[src/rtl/mpr_pkg.sv]
package mpr_pkg;
   typedef enum logic [1:0] {
      CMD_NOP   = 2'd0,
      CMD_MRS   = 2'd1,
      CMD_READ  = 2'd2,
      CMD_WRITE = 2'd3
   } cmd_e;

   localparam int BURST_LEN  = 8;
   localparam int BEAT_W     = 3;
   // field positions inside the mode registers
   localparam int CL_LSB     = 4;
   localparam int CL_FLD_W   = 3;
   localparam int AL_LSB     = 3;
   localparam int AL_FLD_W   = 2;
   localparam int MPR_EN_BIT = 2;
endpackage

[src/rtl/mr_file.sv]
module mr_file
   import mpr_pkg::*;
#(
   parameter int ADDR_W = 14,
   parameter int CL_MIN = 5,
   parameter int CL_MAX = 11,
   parameter int RLW    = 5
) (
   input  logic              clk,
   input  logic              rst_n,
   input  logic              mrs_en,
   input  logic [2:0]        bank,
   input  logic [ADDR_W-1:0] addr,
   output logic [RLW-1:0]    rl,
   output logic              mpr_on,
   output logic              mpr_sel_nz
);
   logic [ADDR_W-1:0] mreg [4];
   logic [RLW-1:0]    cl_raw, cl, al;
   logic [AL_FLD_W-1:0] al_code;

   always_ff @(posedge clk) begin
      if (!rst_n) begin
         for (int i = 0; i < 4; i++) mreg[i] <= '0;
      end else if (mrs_en && !bank[2]) begin
         mreg[bank[1:0]] <= addr;
      end
   end

   assign cl_raw  = RLW'(CL_MIN) + RLW'(mreg[0][CL_LSB +: CL_FLD_W]);
   assign cl      = (cl_raw > RLW'(CL_MAX)) ? RLW'(CL_MAX) : cl_raw;
   assign al_code = mreg[1][AL_LSB +: AL_FLD_W];

   always_comb begin
      case (al_code)
         2'b01:   al = cl - RLW'(1);
         2'b10:   al = cl - RLW'(2);
         default: al = '0;
      endcase
   end

   assign rl         = al + cl;
   assign mpr_on     = mreg[3][MPR_EN_BIT];
   assign mpr_sel_nz = |mreg[3][1:0];

   logic unused_mreg_bits;
   assign unused_mreg_bits = ^{mreg[0], mreg[1], mreg[2], mreg[3]};
endmodule

[src/rtl/data_array.sv]
module data_array #(
   parameter int    DW     = 8,
   parameter int    DEPTH  = 16,
   parameter bit    RST_EN = 1'b1,
   localparam int   IDXW   = $clog2(DEPTH)
) (
   input  logic            clk,
   input  logic            rst_n,
   input  logic            we,
   input  logic [IDXW-1:0] w_idx,
   input  logic [DW-1:0]   w_data,
   input  logic [IDXW-1:0] r_idx,
   output logic [DW-1:0]   r_data
);
   logic [DW-1:0] mem [DEPTH];

   if (RST_EN) begin : g_rst
      always_ff @(posedge clk) begin
         if (!rst_n) begin
            for (int i = 0; i < DEPTH; i++) mem[i] <= '0;
         end else if (we) begin
            mem[w_idx] <= w_data;
         end
      end
   end else begin : g_norst
      always_ff @(posedge clk) begin
         if (we) mem[w_idx] <= w_data;
      end
      logic unused_rst;
      assign unused_rst = rst_n;
   end

   assign r_data = mem[r_idx];
endmodule

[src/rtl/lat_pipe.sv]
module lat_pipe #(
   parameter int  MAX_RL = 21,
   parameter int  RLW    = 5,
   parameter int  IDXW   = 4,
   localparam int TAGW   = IDXW + 3
) (
   input  logic            clk,
   input  logic            rst_n,
   input  logic            ins,
   input  logic [RLW-1:0]  ins_rl,
   input  logic            ins_mpr,
   input  logic            ins_zero,
   input  logic [IDXW-1:0] ins_idx,
   output logic            out_valid,
   output logic            out_mpr,
   output logic            out_zero,
   output logic [IDXW-1:0] out_idx
);
   logic [MAX_RL-1:0][TAGW-1:0] slot, nxt;
   logic [TAGW-1:0]             ins_tag;

   assign ins_tag = {1'b1, ins_mpr, ins_zero, ins_idx};

   for (genvar i = 0; i < MAX_RL; i++) begin : g_slot
      logic hit;
      assign hit = ins && (ins_rl == RLW'(i + 1));
      if (i == MAX_RL - 1) begin : g_top
         assign nxt[i] = hit ? ins_tag : '0;
      end else begin : g_mid
         assign nxt[i] = hit ? ins_tag : slot[i+1];
      end
   end

   always_ff @(posedge clk) begin
      if (!rst_n) slot <= '0;
      else        slot <= nxt;
   end

   assign {out_valid, out_mpr, out_zero, out_idx} = slot[0];
endmodule

[src/rtl/burst_out.sv]
module burst_out
   import mpr_pkg::*;
#(
   parameter int DW   = 8,
   parameter int IDXW = 4
) (
   input  logic            clk,
   input  logic            rst_n,
   input  logic            start,
   input  logic            s_mpr,
   input  logic            s_zero,
   input  logic [IDXW-1:0] s_idx,
   input  logic [DW-1:0]   rd_data,
   output logic [IDXW-1:0] rd_idx,
   output logic            dq_valid,
   output logic [DW-1:0]   dq
);
   logic              busy, cur_mpr, cur_zero;
   logic [BEAT_W-1:0] beat, eff_beat;
   logic [IDXW-1:0]   cur_idx;
   logic              eff_mpr, eff_zero;
   logic [DW-1:0]     beat_val;

   assign eff_mpr  = start ? s_mpr  : cur_mpr;
   assign eff_zero = start ? s_zero : cur_zero;
   assign eff_beat = start ? '0     : beat;
   assign rd_idx   = start ? s_idx  : cur_idx + IDXW'(beat);
   assign beat_val = !eff_mpr ? rd_data :
                     (eff_zero ? '0 : {DW{eff_beat[0]}});

   always_ff @(posedge clk) begin
      if (!rst_n) begin
         busy     <= 1'b0;
         beat     <= '0;
         cur_mpr  <= 1'b0;
         cur_zero <= 1'b0;
         cur_idx  <= '0;
         dq_valid <= 1'b0;
         dq       <= '0;
      end else if (start) begin
         busy     <= 1'b1;
         beat     <= BEAT_W'(1);
         cur_mpr  <= s_mpr;
         cur_zero <= s_zero;
         cur_idx  <= s_idx;
         dq_valid <= 1'b1;
         dq       <= beat_val;
      end else if (busy) begin
         beat     <= beat + BEAT_W'(1);
         busy     <= (beat != BEAT_W'(BURST_LEN - 1));
         dq_valid <= 1'b1;
         dq       <= beat_val;
      end else begin
         dq_valid <= 1'b0;
         dq       <= '0;
      end
   end
endmodule

[src/rtl/mpr_read_responder.sv]
module mpr_read_responder
   import mpr_pkg::*;
#(
   parameter int  DQ_W      = 8,
   parameter int  ADDR_W    = 14,
   parameter int  ARR_DEPTH = 16,
   parameter bit  ARR_RESET = 1'b1,
   parameter int  CL_MIN    = 5,
   parameter int  CL_MAX    = 11,
   localparam int MAX_RL    = 2 * CL_MAX - 1,
   localparam int RLW       = $clog2(MAX_RL + 1),
   localparam int IDXW      = $clog2(ARR_DEPTH)
) (
   input  logic              clk,
   input  logic              rst_n,
   input  logic [1:0]        cmd_code,
   input  logic [2:0]        cmd_bank,
   input  logic [ADDR_W-1:0] cmd_addr,
   input  logic [DQ_W-1:0]   wr_data,
   output logic              dq_valid,
   output logic [DQ_W-1:0]   dq,
   output logic              wr_err
);
   if ((ARR_DEPTH & (ARR_DEPTH - 1)) != 0 || ARR_DEPTH < 2) begin : g_bad_depth
      $error("ARR_DEPTH must be a power of two of at least 2");
   end
   if (CL_MIN < 3 || CL_MAX < CL_MIN) begin : g_bad_cl
      $error("CL range must satisfy 3 <= CL_MIN <= CL_MAX");
   end
   if (ADDR_W < 13 || IDXW > ADDR_W) begin : g_bad_addr
      $error("address bus too narrow");
   end

   cmd_e              cmd;
   logic              is_mrs, is_rd, is_wr;
   logic [RLW-1:0]    rl;
   logic              mpr_on, mpr_sel_nz;
   logic              p_valid, p_mpr, p_zero;
   logic [IDXW-1:0]   p_idx, rd_idx;
   logic [DQ_W-1:0]   rd_data;

   assign cmd    = cmd_e'(cmd_code);
   assign is_mrs = (cmd == CMD_MRS);
   assign is_rd  = (cmd == CMD_READ);
   assign is_wr  = (cmd == CMD_WRITE);

   mr_file #(.ADDR_W(ADDR_W), .CL_MIN(CL_MIN), .CL_MAX(CL_MAX), .RLW(RLW)) u_mr (
      .clk(clk), .rst_n(rst_n), .mrs_en(is_mrs), .bank(cmd_bank), .addr(cmd_addr),
      .rl(rl), .mpr_on(mpr_on), .mpr_sel_nz(mpr_sel_nz)
   );

   data_array #(.DW(DQ_W), .DEPTH(ARR_DEPTH), .RST_EN(ARR_RESET)) u_arr (
      .clk(clk), .rst_n(rst_n), .we(is_wr && !mpr_on), .w_idx(cmd_addr[IDXW-1:0]),
      .w_data(wr_data), .r_idx(rd_idx), .r_data(rd_data)
   );

   lat_pipe #(.MAX_RL(MAX_RL), .RLW(RLW), .IDXW(IDXW)) u_pipe (
      .clk(clk), .rst_n(rst_n), .ins(is_rd), .ins_rl(rl), .ins_mpr(mpr_on),
      .ins_zero(mpr_sel_nz), .ins_idx(cmd_addr[IDXW-1:0]),
      .out_valid(p_valid), .out_mpr(p_mpr), .out_zero(p_zero), .out_idx(p_idx)
   );

   burst_out #(.DW(DQ_W), .IDXW(IDXW)) u_burst (
      .clk(clk), .rst_n(rst_n), .start(p_valid), .s_mpr(p_mpr), .s_zero(p_zero),
      .s_idx(p_idx), .rd_data(rd_data), .rd_idx(rd_idx), .dq_valid(dq_valid), .dq(dq)
   );

   always_ff @(posedge clk) begin
      if (!rst_n)                wr_err <= 1'b0;
      else if (is_wr && mpr_on)  wr_err <= 1'b1;
   end
endmodule

[config.mk]
export PLATFORM = sky130hd
export DESIGN_NAME = mpr_read_responder
export DESIGN_NICKNAME = d
export VERILOG_FILES = /design/src/rtl/mpr_pkg.sv /design/src/rtl/mr_file.sv /design/src/rtl/data_array.sv /design/src/rtl/lat_pipe.sv /design/src/rtl/burst_out.sv /design/src/rtl/mpr_read_responder.sv
export SDC_FILE = /design/constraint.sdc
export NUM_CORES = 1
export LEC_CHECK = 0
export BUFFER_PORTS_ARGS = -buffer_cell sky130_fd_sc_hd__buf_2
export CAP_MARGIN = 10
export CORE_ASPECT_RATIO = 0.6
export CORE_UTILIZATION = 69
export CTS_BUF_LIST = sky130_fd_sc_hd__clkbuf_2
export DETAILED_ROUTE_END_ITERATION = 6
export GPL_TIMING_DRIVEN = 0
export PLACE_DENSITY_LB_ADDON = 0.25
export SKIP_CTS_REPAIR_TIMING = 1
export SLEW_MARGIN = 20
export SYNTH_ARGS = -nofsm -noshare
export SYNTH_HDL_FRONTEND = slang
export SYNTH_HIERARCHICAL = 1
export SYNTH_SLANG_ARGS = --single-unit
[constraint.sdc]
create_clock -name clk -period 6.25 [get_ports clk]
set_clock_uncertainty 0.1 [all_clocks]
set_input_delay 0 -clock clk [delete_from_list [all_inputs] [get_ports clk]]
set_output_delay 0 -clock clk [all_outputs]
set_load 0.005 [all_outputs]
==> results of run 1 <==
cells in the final DEF (no fill, tap or decap), types with 3 or more instances in the layout:
cell type,netlist,final
buf_2,15,46
xor2_1,3,3
a21oi_1,28,28
clkbuf_1,33,33
nor3_1,4,3
o21ai_1,1,13
a22oi_1,16,16
mux4_1,16,16
inv_1,14,14
nor3_2,2,3
o21ai_0,16,4
nand4b_1,3,3
mux2i_1,125,125
buf_4,8,8
nor2_1,45,45
o21a_1,8,8
mux4_2,16,16
clkinv_1,0,5
nor2b_1,13,13
ha_1,14,14
and2_1,141,141
clkdlybuf4s25_2,3,3
buf_6,7,7
and3_1,4,4
dlygate4sd3_1,0,42
nand2_1,151,151
edfxtp_1,136,136
a21boi_0,3,3
nand2_2,10,10
clkbuf_2,0,108
xnor2_1,3,3
nand2b_1,12,12
dfxtp_1,167,167
cell type report:
cell class                      instances  area share [%]
Sequential cell                       303            52.0
Multi-Input combinational cell        670            34.9
Timing Repair Buffer                   73            4.03
Clock buffer                          108            3.78
Buffer                                 68            2.63
Tap cell                              240            2.10
Inverter                               15           0.394
Clock inverter                          6           0.158
Antenna cell                            1          0.0175
worst min-delay path: cells and delay by family:
kind / cells / cell delay (ns)
buf+inv: 2 / 0.68
simple gates: 1 / 0.13
kinds of logic after synthesis:
logic type	after synthesis	synth area share, %
simple gates	408	16.8
flops	303	57.8
mux	158	15.9
buf+inv	83	3.36
compound gates	82	3.98
fa+ha+maj	16	1.67
xor+xnor	6	0.409
metrics by stage:
step / worst slack, ns / util [%]
after global placement: 2.06 / 73.3
after CTS: 1.95 / 76.4
after floorplan: 2.46 / -
after detailed placement: 1.96 / 73.3
final: 1.63 / 78.7
after global routing: 1.26 / 78.7
state kept, by name (all words and copies together) (netlist names), 3 cells and up:
signal,cells
u_arr/mem,128
u_burst/beat,3
u_burst/cur_idx,4
u_burst/dq,8
u_mr/mreg,8
u_pipe/out_idx,4
u_pipe/slot,140
worst max-delay path by stage:
stage	startpoint	endpoint	slack, ns	cells after the start
after floorplan	u_mr/mreg[0][4]$_SDFFCE_PN0P_	u_pipe/slot[132]$_SDFF_PN0_	2.46	18
after global placement	u_mr/mreg[0][4]$_SDFFCE_PN0P_	u_pipe/slot[74]$_SDFF_PN0_	2.06	17
after detailed placement	u_mr/mreg[0][4]$_SDFFCE_PN0P_	u_pipe/slot[74]$_SDFF_PN0_	1.96	17
after CTS	u_mr/mreg[0][4]$_SDFFCE_PN0P_	u_pipe/slot[74]$_SDFF_PN0_	1.95	17
after global routing	u_mr/mreg[0][4]$_SDFFCE_PN0P_	u_pipe/slot[145]$_SDFF_PN0_	1.26	16
final	u_mr/mreg[0][4]$_SDFFCE_PN0P_	u_pipe/slot[145]$_SDFF_PN0_	1.63	16
power by group through the flow:
stage	Sequential, mW	Combinational, mW	Clock [mW]
floorplan	2.16	0.201	0
global placement	2.16	0.282	0
CTS	2.12	0.291	1.18
finish	2.12	0.316	1.17
detailed placement	2.17	0.290	0
global route	2.13	0.337	1.29
per-layer routing:
layer  vias up  routed length [µm]  global-route usage, %
li1       4001                   -                      -
met1      4082               13000                   46.9
met2       499               12400                   41.9
met3        52                3710                   10.1
met4         0                 531                   8.29
met5         -                   0                      0
==> out/metrics.cfg, run 1 <==
[cts]
clk_pin_slew_ns = 0.12
numCtsBuffers = 66
cts.sinks = 303
cts_tree = done
cts_max_level = 3
cts.path.max_buffers = 3
insertion_delay_ns = 0.81
root_buffer = clkbuf_2

[grt]
grt_pass1_wl_mm = 43.6
first_global_vias = 8069
grt.overflow.total = 0
grt_max_degree = 14
track_usage_pct = 30.8
grt_antenna_before_repair = 2

[synth]
synth_cell_type_count = 59
synthCells = 1056
synth_fp_nets = 1101
synth.largest_area_cell = edfxtp_1
netlist.area_leader.share_pct = 31.8
syn_area_mm2 = 0.0128
synth_common_cells = dfxtp_1, nand2_1, and2_1
async_flop_share_pct = 0
synth.most_common_cell = dfxtp_1
avgSynthCellArea_um2 = 12.2
synth_top_flop_cell = dfxtp_1
ys_seq_area_share_pct = 57.8
synthTopCellsByArea = edfxtp_1, dfxtp_1, mux2i_1, and2_1, nand2_1
yosysWarningCount = 6
synth_edf_count = 136
synth_seq_cells = 303

[sta]
fin_tns_setup_ns = 0
period_needed_ns = 4.62
slew_headroom_pct = 37.0
finalSetupViolCount = 0
hold_viol_final = 0
rsz0062_at_grt = false
fmax_mhz = 216
fin_crit_sh_pct = 74.0
finalMaxSlewViolations = 0
worstMarginPinSlew_ns = 0.938
holdWs_ns = 0.00394

[final_layout]
final_design_area_no_fill_mm2 = 0.0143
seq_area_mm2 = 0.00743
final_nets = 1242
area_delta_synth_final_pct = 11.3
multi_input_area_mm2 = 0.00499
nFillCells = 1115
finalNonFillerCells = 1484
drive_gt1_share_pct = 17.6

[setup_path]
cpMostUsedCell = ha_1
rrSetupSlack_ns = 1.63
endpoint_kind = flip-flop
required_ns = 6.88
reg2reg_to = u_pipe/slot[145]$_SDFF_PN0_
rr_worst_depth = 16
reg2reg_from = u_mr/mreg[0][4]$_SDFFCE_PN0P_
cp_slowest_cell = dlygate4sd3_1
worstPathCellList = ha_1 -> and2_4 -> a31oi_1 -> nand2b_1 -> inv_1 -> ha_1 -> nand2b_1 -> a21oi_1 -> ha_1 -> and3_1 -> a221oi_2 -> xnor2_1 -> nand4b_1 -> nor3_2 -> dlygate4sd3_1 -> and2_1
timing.critical_path.buf_inv = 2
critPathTopFamily = simple AND/OR/NAND/NOR gates
path_max_fanout = 6
worst-setup-path-type = reg2reg
critPathArrivalTime_ns = 5.26
cp-start-kind = flip-flop
critical-path-max-stage-delay_ns = 0.66

[pwr]
combPwrFrac_pct = 8.7
clkPwrFrac_pct = 32.5
ir_drop_mv = 0.228
switching_share_pct = 26.1
p_sw_mw = 0.943
p_seq_share_pct = 58.8
power.internal_mw = 2.66
p_per_area_mw_per_mm2 = 252
p_leak_nw = 6.05
power.total_mw = 3.61

[place]
numPortBuffers = 31
place_inst = 1327
gp_congestion = 0.868
placed_area_mm2 = 0.0133
dp_hpwl_mm = 19.4

[die]
rows = 38
fp.dieArea_mm2 = 0.0192
fp.dieW_um = 178
die_h_um = 108
initial_core_util_pct = 70.7
coreArea_mm2 = 0.0182
ios = 39

[drt]
via_per_inst = 5.82
wl_per_cell_um = 19.9
vias = 8634
firstDrtPassIters = 5
drt_wl_total_mm = 29.6
detail-route-antenna-nets = 0
dr.first_iter.drc_count = 844
route.detailed.drc = 0

[min_path]
min_path_cells = 3
min_from = wr_data[6]
holdPathEnd = u_arr/mem[9][6]$_SDFFCE_PN0P_
hold_class = in2reg

[status]
status = finished clean

[run]
cap_violations = 0

Note: power is estimated with default switching activity, not from simulation.
==> run 2: changes to the inputs <==
ABC_AREA = 1   (was not set)
CORE_UTILIZATION = 65   (was 69)
clock period = 4.7 ns   (was 6.25 ns; I/O delays follow)
==> run 2 against run 1 <==
Sequential power up 33%. Sequential cell count stayed put. Via count rose by 44%. Setup slack got worse by 1.3 ns. Sequential share of layout area fell by 4.5 points. Critical endpoint is now u_pipe/slot[131]$_SDFF_PN0_.
==> out/metrics.cfg, run 2 <==
[setup_path]
cpMostUsedCell = nand2_1
endpoint_kind = flip-flop
cp-start-kind = flip-flop
critical-path-max-stage-delay_ns = 0.54
rr_worst_depth = 22
required_ns = 5.38
crit_end = u_pipe/slot[131]$_SDFF_PN0_
reg2reg_to = u_pipe/slot[131]$_SDFF_PN0_
worst-setup-path-type = reg2reg
reg2reg_from = u_mr/mreg[0][4]$_SDFFCE_PN0P_
rrSetupSlack_ns = 0.35
path_max_fanout = 10
critical_path.startpoint = u_mr/mreg[0][4]$_SDFFCE_PN0P_
worstPathCellList = ha_1 -> inv_2 -> nand2_1 -> nand2_2 -> nand2_2 -> nand2_2 -> inv_1 -> ha_1 -> or2_2 -> a21oi_2 -> fa_1 -> a21oi_1 -> nor2_1 -> nor2_1 -> xnor2_1 -> nand2_1 -> inv_1 -> nand3_1 -> clkbuf_1 -> nand2_1 -> nand2_1 -> nor2_1
critPathArrivalTime_ns = 5.03
cp_slowest_cell = xnor2_1

[synth]
synth.most_common_cell = nand2_1
synth_fp_nets = 1916
synth_common_cells = nand2_1, inv_1, nor2_1
avgSynthCellArea_um2 = 7.54
synth_seq_cells = 303
yosysWarningCount = 6
synth_cell_type_count = 32
synthCells = 1871
netlist.area_leader.share_pct = 29.0
synth_top_flop_cell = dfxtp_1
synth.largest_area_cell = edfxtp_1
async_flop_share_pct = 0
synthTopCellsByArea = edfxtp_1, dfxtp_1, nand2_1, inv_1, nor2_1
synth_edf_count = 136
syn_area_mm2 = 0.0141
ys_seq_area_share_pct = 52.7

[drt]
firstDrtPassIters = 6
wl_per_cell_um = 17.2
detail-route-antenna-nets = 0
vias = 12500
dr.first_iter.drc_count = 1650
route.detailed.drc = 0
via_per_inst = 5.32
drt_wl_total_mm = 40.3

[min_path]
min_path_cells = 4
hold_class = in2reg

[status]
status = finished clean

[grt]
grt_max_degree = 12
track_usage_pct = 35.9
grt.overflow.total = 0
first_global_vias = 10700
grt_antenna_before_repair = 0
grt_pass1_wl_mm = 58.8

[die]
die_h_um = 116
ios = 39
rows = 41
initial_core_util_pct = 66.7
coreArea_mm2 = 0.0211
fp.dieArea_mm2 = 0.0223
fp.dieW_um = 192

[sta]
holdWs_ns = 0.0131
slew_headroom_pct = 41.5
rsz0062_at_grt = false
hold_viol_final = 0
fmax_mhz = 230
fin_tns_setup_ns = 0
finalMaxSlewViolations = 0
fin_crit_sh_pct = 92.5
finalWorstSetupSlack_ns = 0.351
period_needed_ns = 4.35
finalSetupViolCount = 0
worstMarginPinSlew_ns = 0.878

[pwr]
p_leak_nw = 7.57
power.total_mw = 5.34
p_per_area_mw_per_mm2 = 341
ir_drop_mv = 0.258

[final_layout]
largestRegisters = u_pipe/slot (140), u_arr/mem (128)
nFillCells = 1653
regMostFlops = u_pipe/slot
multi_input_area_mm2 = 0.00494
largest_reg_flops = 140
drive_gt1_share_pct = 11.5
final_cell_mix = nand2_1, inv_1, nor2_1
final_common_cell = nand2_1
seq_area_mm2 = 0.00743
diodes = 0
area_delta_synth_final_pct = 11.0
finalNonFillerCells = 2339
final_nets = 2055

[cts]
cts_max_level = 3
numCtsBuffers = 68
cts.path.max_buffers = 3
cts_tree = done
clk_pin_slew_ns = 0.11
root_buffer = clkbuf_2
insertion_delay_ns = 0.92
cts.sinks = 303

[run]
cap_violations = 0

[place]
numPortBuffers = 31
dp_hpwl_mm = 28.3
post-place-ws_ns = 0.544
gp_congestion = 0.968
place_inst = 2181

-- run 2: cell types whose count changed after synthesis, sizes merged, moves of 11 or more --
cell / change
inv: +346
nand2: +320
nor2: +295
nand3: +217
and2: -142
mux2i: -126
mux4: -32
a21oi: +16
a22oi: -16
nor2b: -15
nand2b: -12
o21ai: -12
clkbuf: +11
-- run 2: worst max-delay path: cells and delay by family, from the launching register on --
family / cells / cell delay, ns
AO/OA/AOI/OAI: 2 / 0.29
XOR/XNOR: 1 / 0.54
adder cells (fa/ha/maj): 3 / 0.78
buffers and inverters: 4 / 0.64
flip-flops: 1 / 0.44
AND/OR/NAND/NOR: 12 / 1.52
-- run 2: worst min path at each step --
stage                           start                             to  slack [ns]
after floorplan                 rst_n            wr_err$_SDFFE_PN0P_        0.02
after global placement    cmd_code[0]            wr_err$_SDFFE_PN0P_        0.19
after detailed placement  cmd_code[0]            wr_err$_SDFFE_PN0P_        0.20
after CTS                 cmd_code[0]            wr_err$_SDFFE_PN0P_       -0.74
after global routing       wr_data[0]  u_arr/mem[5][0]$_SDFFCE_PN0P_       0.007
final                      wr_data[0]  u_arr/mem[9][0]$_SDFFCE_PN0P_        0.01
-- run 2: metal layers --
layer	share of wire, %	wire length [µm]	up-vias	GRT usage, %
li1	-	-	5972	-
met1	45	18300	5672	57.1
met2	38	15100	758	43.7
met3	16	6380	48	13.7
met4	1.1	433	0	9.19
met5	0	0	-	0
-- run 2: power breakdown --
part | total (mW) | switching (mW) | leakage (nW) | internal (mW)
clock | 1.81 | 1.03 | 0.518 | 0.774
sequential | 2.83 | 0.0225 | 2.80 | 2.81
combinational | 0.698 | 0.520 | 4.26 | 0.177
-- run 2: layout make-up --
type | instances | share of cell area [%]
inverters | 361 | 8.66
flip-flops and latches | 303 | 47.5
multi-input cells | 1124 | 31.5
clock inverters | 9 | 0.719
well taps | 279 | 2.23
repair buffers | 69 | 3.42
clock buffers | 111 | 3.55
plain buffers | 83 | 2.43
-- run 2: metrics by stage --
stage	area (µm²)	utilization [%]
6_report	15700	74.1
3_3_place_gp	14600	69.1
5_1_grt	15700	74.1
4_1_cts	15300	72.3
3_5_place_dp	14600	69.1
2_1_floorplan	14100	-
-- run 2: logic make-up (layout without fill, tap and decap cells) --
group	after synthesis	count (layout)	synth area share (%)
simple gates	1050	1050	31.1
buf+inv	444	633	12.3
flops	303	303	52.7
compound gates	55	55	2.18
fa+ha+maj	16	16	1.53
xor+xnor	3	3	0.186
==> run 3: changes to the inputs <==
CORE_UTILIZATION = 58   (was 65)
PLACE_DENSITY = 0.75   (was not set)
PLACE_DENSITY_LB_ADDON = not set   (was 0.25)
clock period = 3.8 ns   (was 4.7 ns; I/O delays follow)
==> run 3 against run 2 <==
Sequential cell count stayed put. First-iteration DRC count is 11% lower. Clock power is 9.9% higher. Sequential share of layout area is 1.2 points lower. Worst hold slack better by 0.052 ns. Critical path depth is 1 lower. Fmax is 17% higher. Setup slack worse by 0.26 ns. Non-clock buffer count is 16 higher. Largest power group unchanged.
==> out/metrics.cfg, run 3 (synthesized netlist as in run 2, its figures left out) <==
[status]
status = finished clean

[grt]
use_met1_pct = 48.3
grt_pass1_wl_mm = 58.6
first_global_vias = 10800
grt.busiest_layer = met1
grt_use_met3_pct = 12.7
track_usage_pct = 31.2
grt.overflow.total = 0
grt_max_degree = 12
grt_use_met2_pct = 39.1
grt_antenna_before_repair = 0

[sta]
fin_crit_sh_pct = 97.6
worstMarginPinSlew_ns = 0.910
fin_tns_setup_ns = 0
period_needed_ns = 3.71
hold_viol_final = 0
finalSetupViolCount = 0
finalWorstSetupSlack_ns = 0.0900
finalMaxSlewViolations = 0
fmax_mhz = 270
slew_headroom_pct = 39.4

[pwr]
p_seq_share_pct = 54.2
p_sw_mw = 1.99
power.internal_mw = 4.48
switching_share_pct = 30.8
power.total_mw = 6.47
p_leak_nw = 7.65
clkPwrFrac_pct = 30.7
ir_drop_mv = 0.208
p_per_area_mw_per_mm2 = 402
combPwrFrac_pct = 15.1

[final_layout]
largestRegisters = u_pipe/slot (140), u_arr/mem (128)
final_design_area_no_fill_mm2 = 0.0161
regMostFlops = u_pipe/slot
drive_gt1_share_pct = 13.5
largest_reg_flops = 140
diodes = 0
final_common_cell = nand2_1
fin_util_pct = 68.5
area_delta_synth_final_pct = 14.0
final_cell_mix = nand2_1, inv_1, nor2_1
final_nets = 2074

[drt]
firstDrtPassIters = 5
dr.first_iter.drc_count = 1468
vias = 12500
detail-route-antenna-nets = 0
wl_per_cell_um = 16.6
route.detailed.drc = 0
via_per_inst = 5.24
drt_wl_total_mm = 39.7

[setup_path]
required_ns = 4.45
endpoint_kind = flip-flop
worstPathCellList = ha_2 -> nand2_1 -> nand2_2 -> nand2_2 -> inv_1 -> nor2_4 -> ha_2 -> or2_4 -> a21oi_4 -> fa_2 -> a21oi_1 -> nor2_1 -> nor2_2 -> xnor2_4 -> nand2_2 -> clkinv_4 -> nand3_2 -> buf_6 -> nand2_1 -> nand2_1 -> nor2_1
critPathArrivalTime_ns = 4.36
critPathTopFamily = simple AND/OR/NAND/NOR gates
critical_path.startpoint = u_mr/mreg[0][4]$_SDFFCE_PN0P_
timing.critical_path.buf_inv = 3
worst-setup-path-type = reg2reg
critical-path-max-stage-delay_ns = 0.44
cp-start-kind = flip-flop
cp_slowest_cell = edfxtp_1
path_max_fanout = 10
reg2reg_from = u_mr/mreg[0][4]$_SDFFCE_PN0P_

[run]
cap_violations = 0

[min_path]
min_from = wr_data[0]
hold_class = in2reg

[die]
ios = 39
fp.dieW_um = 203
coreArea_mm2 = 0.0235
die_h_um = 123
initial_core_util_pct = 60.1
fp.dieArea_mm2 = 0.0250
rows = 43

[place]
dp_hpwl_mm = 27.9
placed_area_mm2 = 0.0146
gp_congestion = 1.09
post-place-ws_ns = -0.295
numPortBuffers = 31

[cts]
cts.path.max_buffers = 3
cts_max_level = 3
insertion_delay_ns = 0.89
numCtsBuffers = 70
cts_tree = done
cts.sinks = 303
root_buffer = clkbuf_2
clk_pin_slew_ns = 0.10

==> run 3: cell count changes in the layout (fill, tap and decap cells not counted), moves of 4 or more <==
| cell | previous run | this run |
|---|---|---|
| clkbuf_1 | 44 | 38 |
| nand2_1 | 458 | 452 |
| nand3_1 | 215 | 204 |
| buf_6 | 1 | 6 |
| buf_2 | 56 | 47 |
| nor2_4 | 0 | 11 |
| nor2_1 | 334 | 325 |
| nand3_2 | 2 | 10 |
| clkbuf_4 | 0 | 4 |
| buf_4 | 8 | 23 |
| clkinv_1 | 4 | 13 |
==> run 3: tightest hold or removal path: stages <==
cell           delay (ns)
dlygate4sd3_1        0.52
buf_2                0.10
inv_1                0.15
nor2_1               0.14
==> run 3: power by group through the flow <==
stage          Sequential (mW)  Combinational, mW  Clock, mW
2_1_floorplan             3.57              0.519          0
3_3_place_gp              3.58              0.761          0
3_5_place_dp              3.58              0.778          0
4_1_cts                   3.51              0.783       2.02
5_1_grt                   3.51               1.04       2.19
6_report                  3.51              0.976       1.99
==> run 3: path summary, 6_finish.rpt <==
path | endpoint | slack [ns] | depth (start not counted)
hold reg to reg | u_pipe/out_valid$_SDFF_PN0_ | 0.34 | 2
hold / removal | u_arr/mem[5][0]$_SDFFCE_PN0P_ | 0.06 | 4
setup / recovery | u_pipe/slot[123]$_SDFF_PN0_ | 0.09 | 21
setup reg to reg | u_pipe/slot[123]$_SDFF_PN0_ | 0.09 | 21
==> run 3: per-layer routing <==
metal | up-vias | routed length [µm]
li1 | 6013 | -
met4 | 0 | 544
met3 | 60 | 6450
met2 | 729 | 14700
met5 | - | 0
met1 | 5729 | 18000
==> run 3: layout make-up <==
cell class | instances | area (µm²)
fill | 1968 | 7390
sequential | 303 | 7430
buffer | 83 | 442
multi-input combinational | 1125 | 5190
tap | 315 | 394
clock buffer | 105 | 526
clock inverter | 14 | 52.6
inverter | 361 | 1360
timing repair buffer | 85 | 681
==> run 3: stage by stage <==
step | hold WS (ns) | std cells
finish | 0.0648 | 2391
floorplan | 0.0215 | 1871
global route | 0.0136 | 2391
detailed placement | 0.212 | 2217
CTS | -0.699 | 2336
global placement | 0.212 | 2217
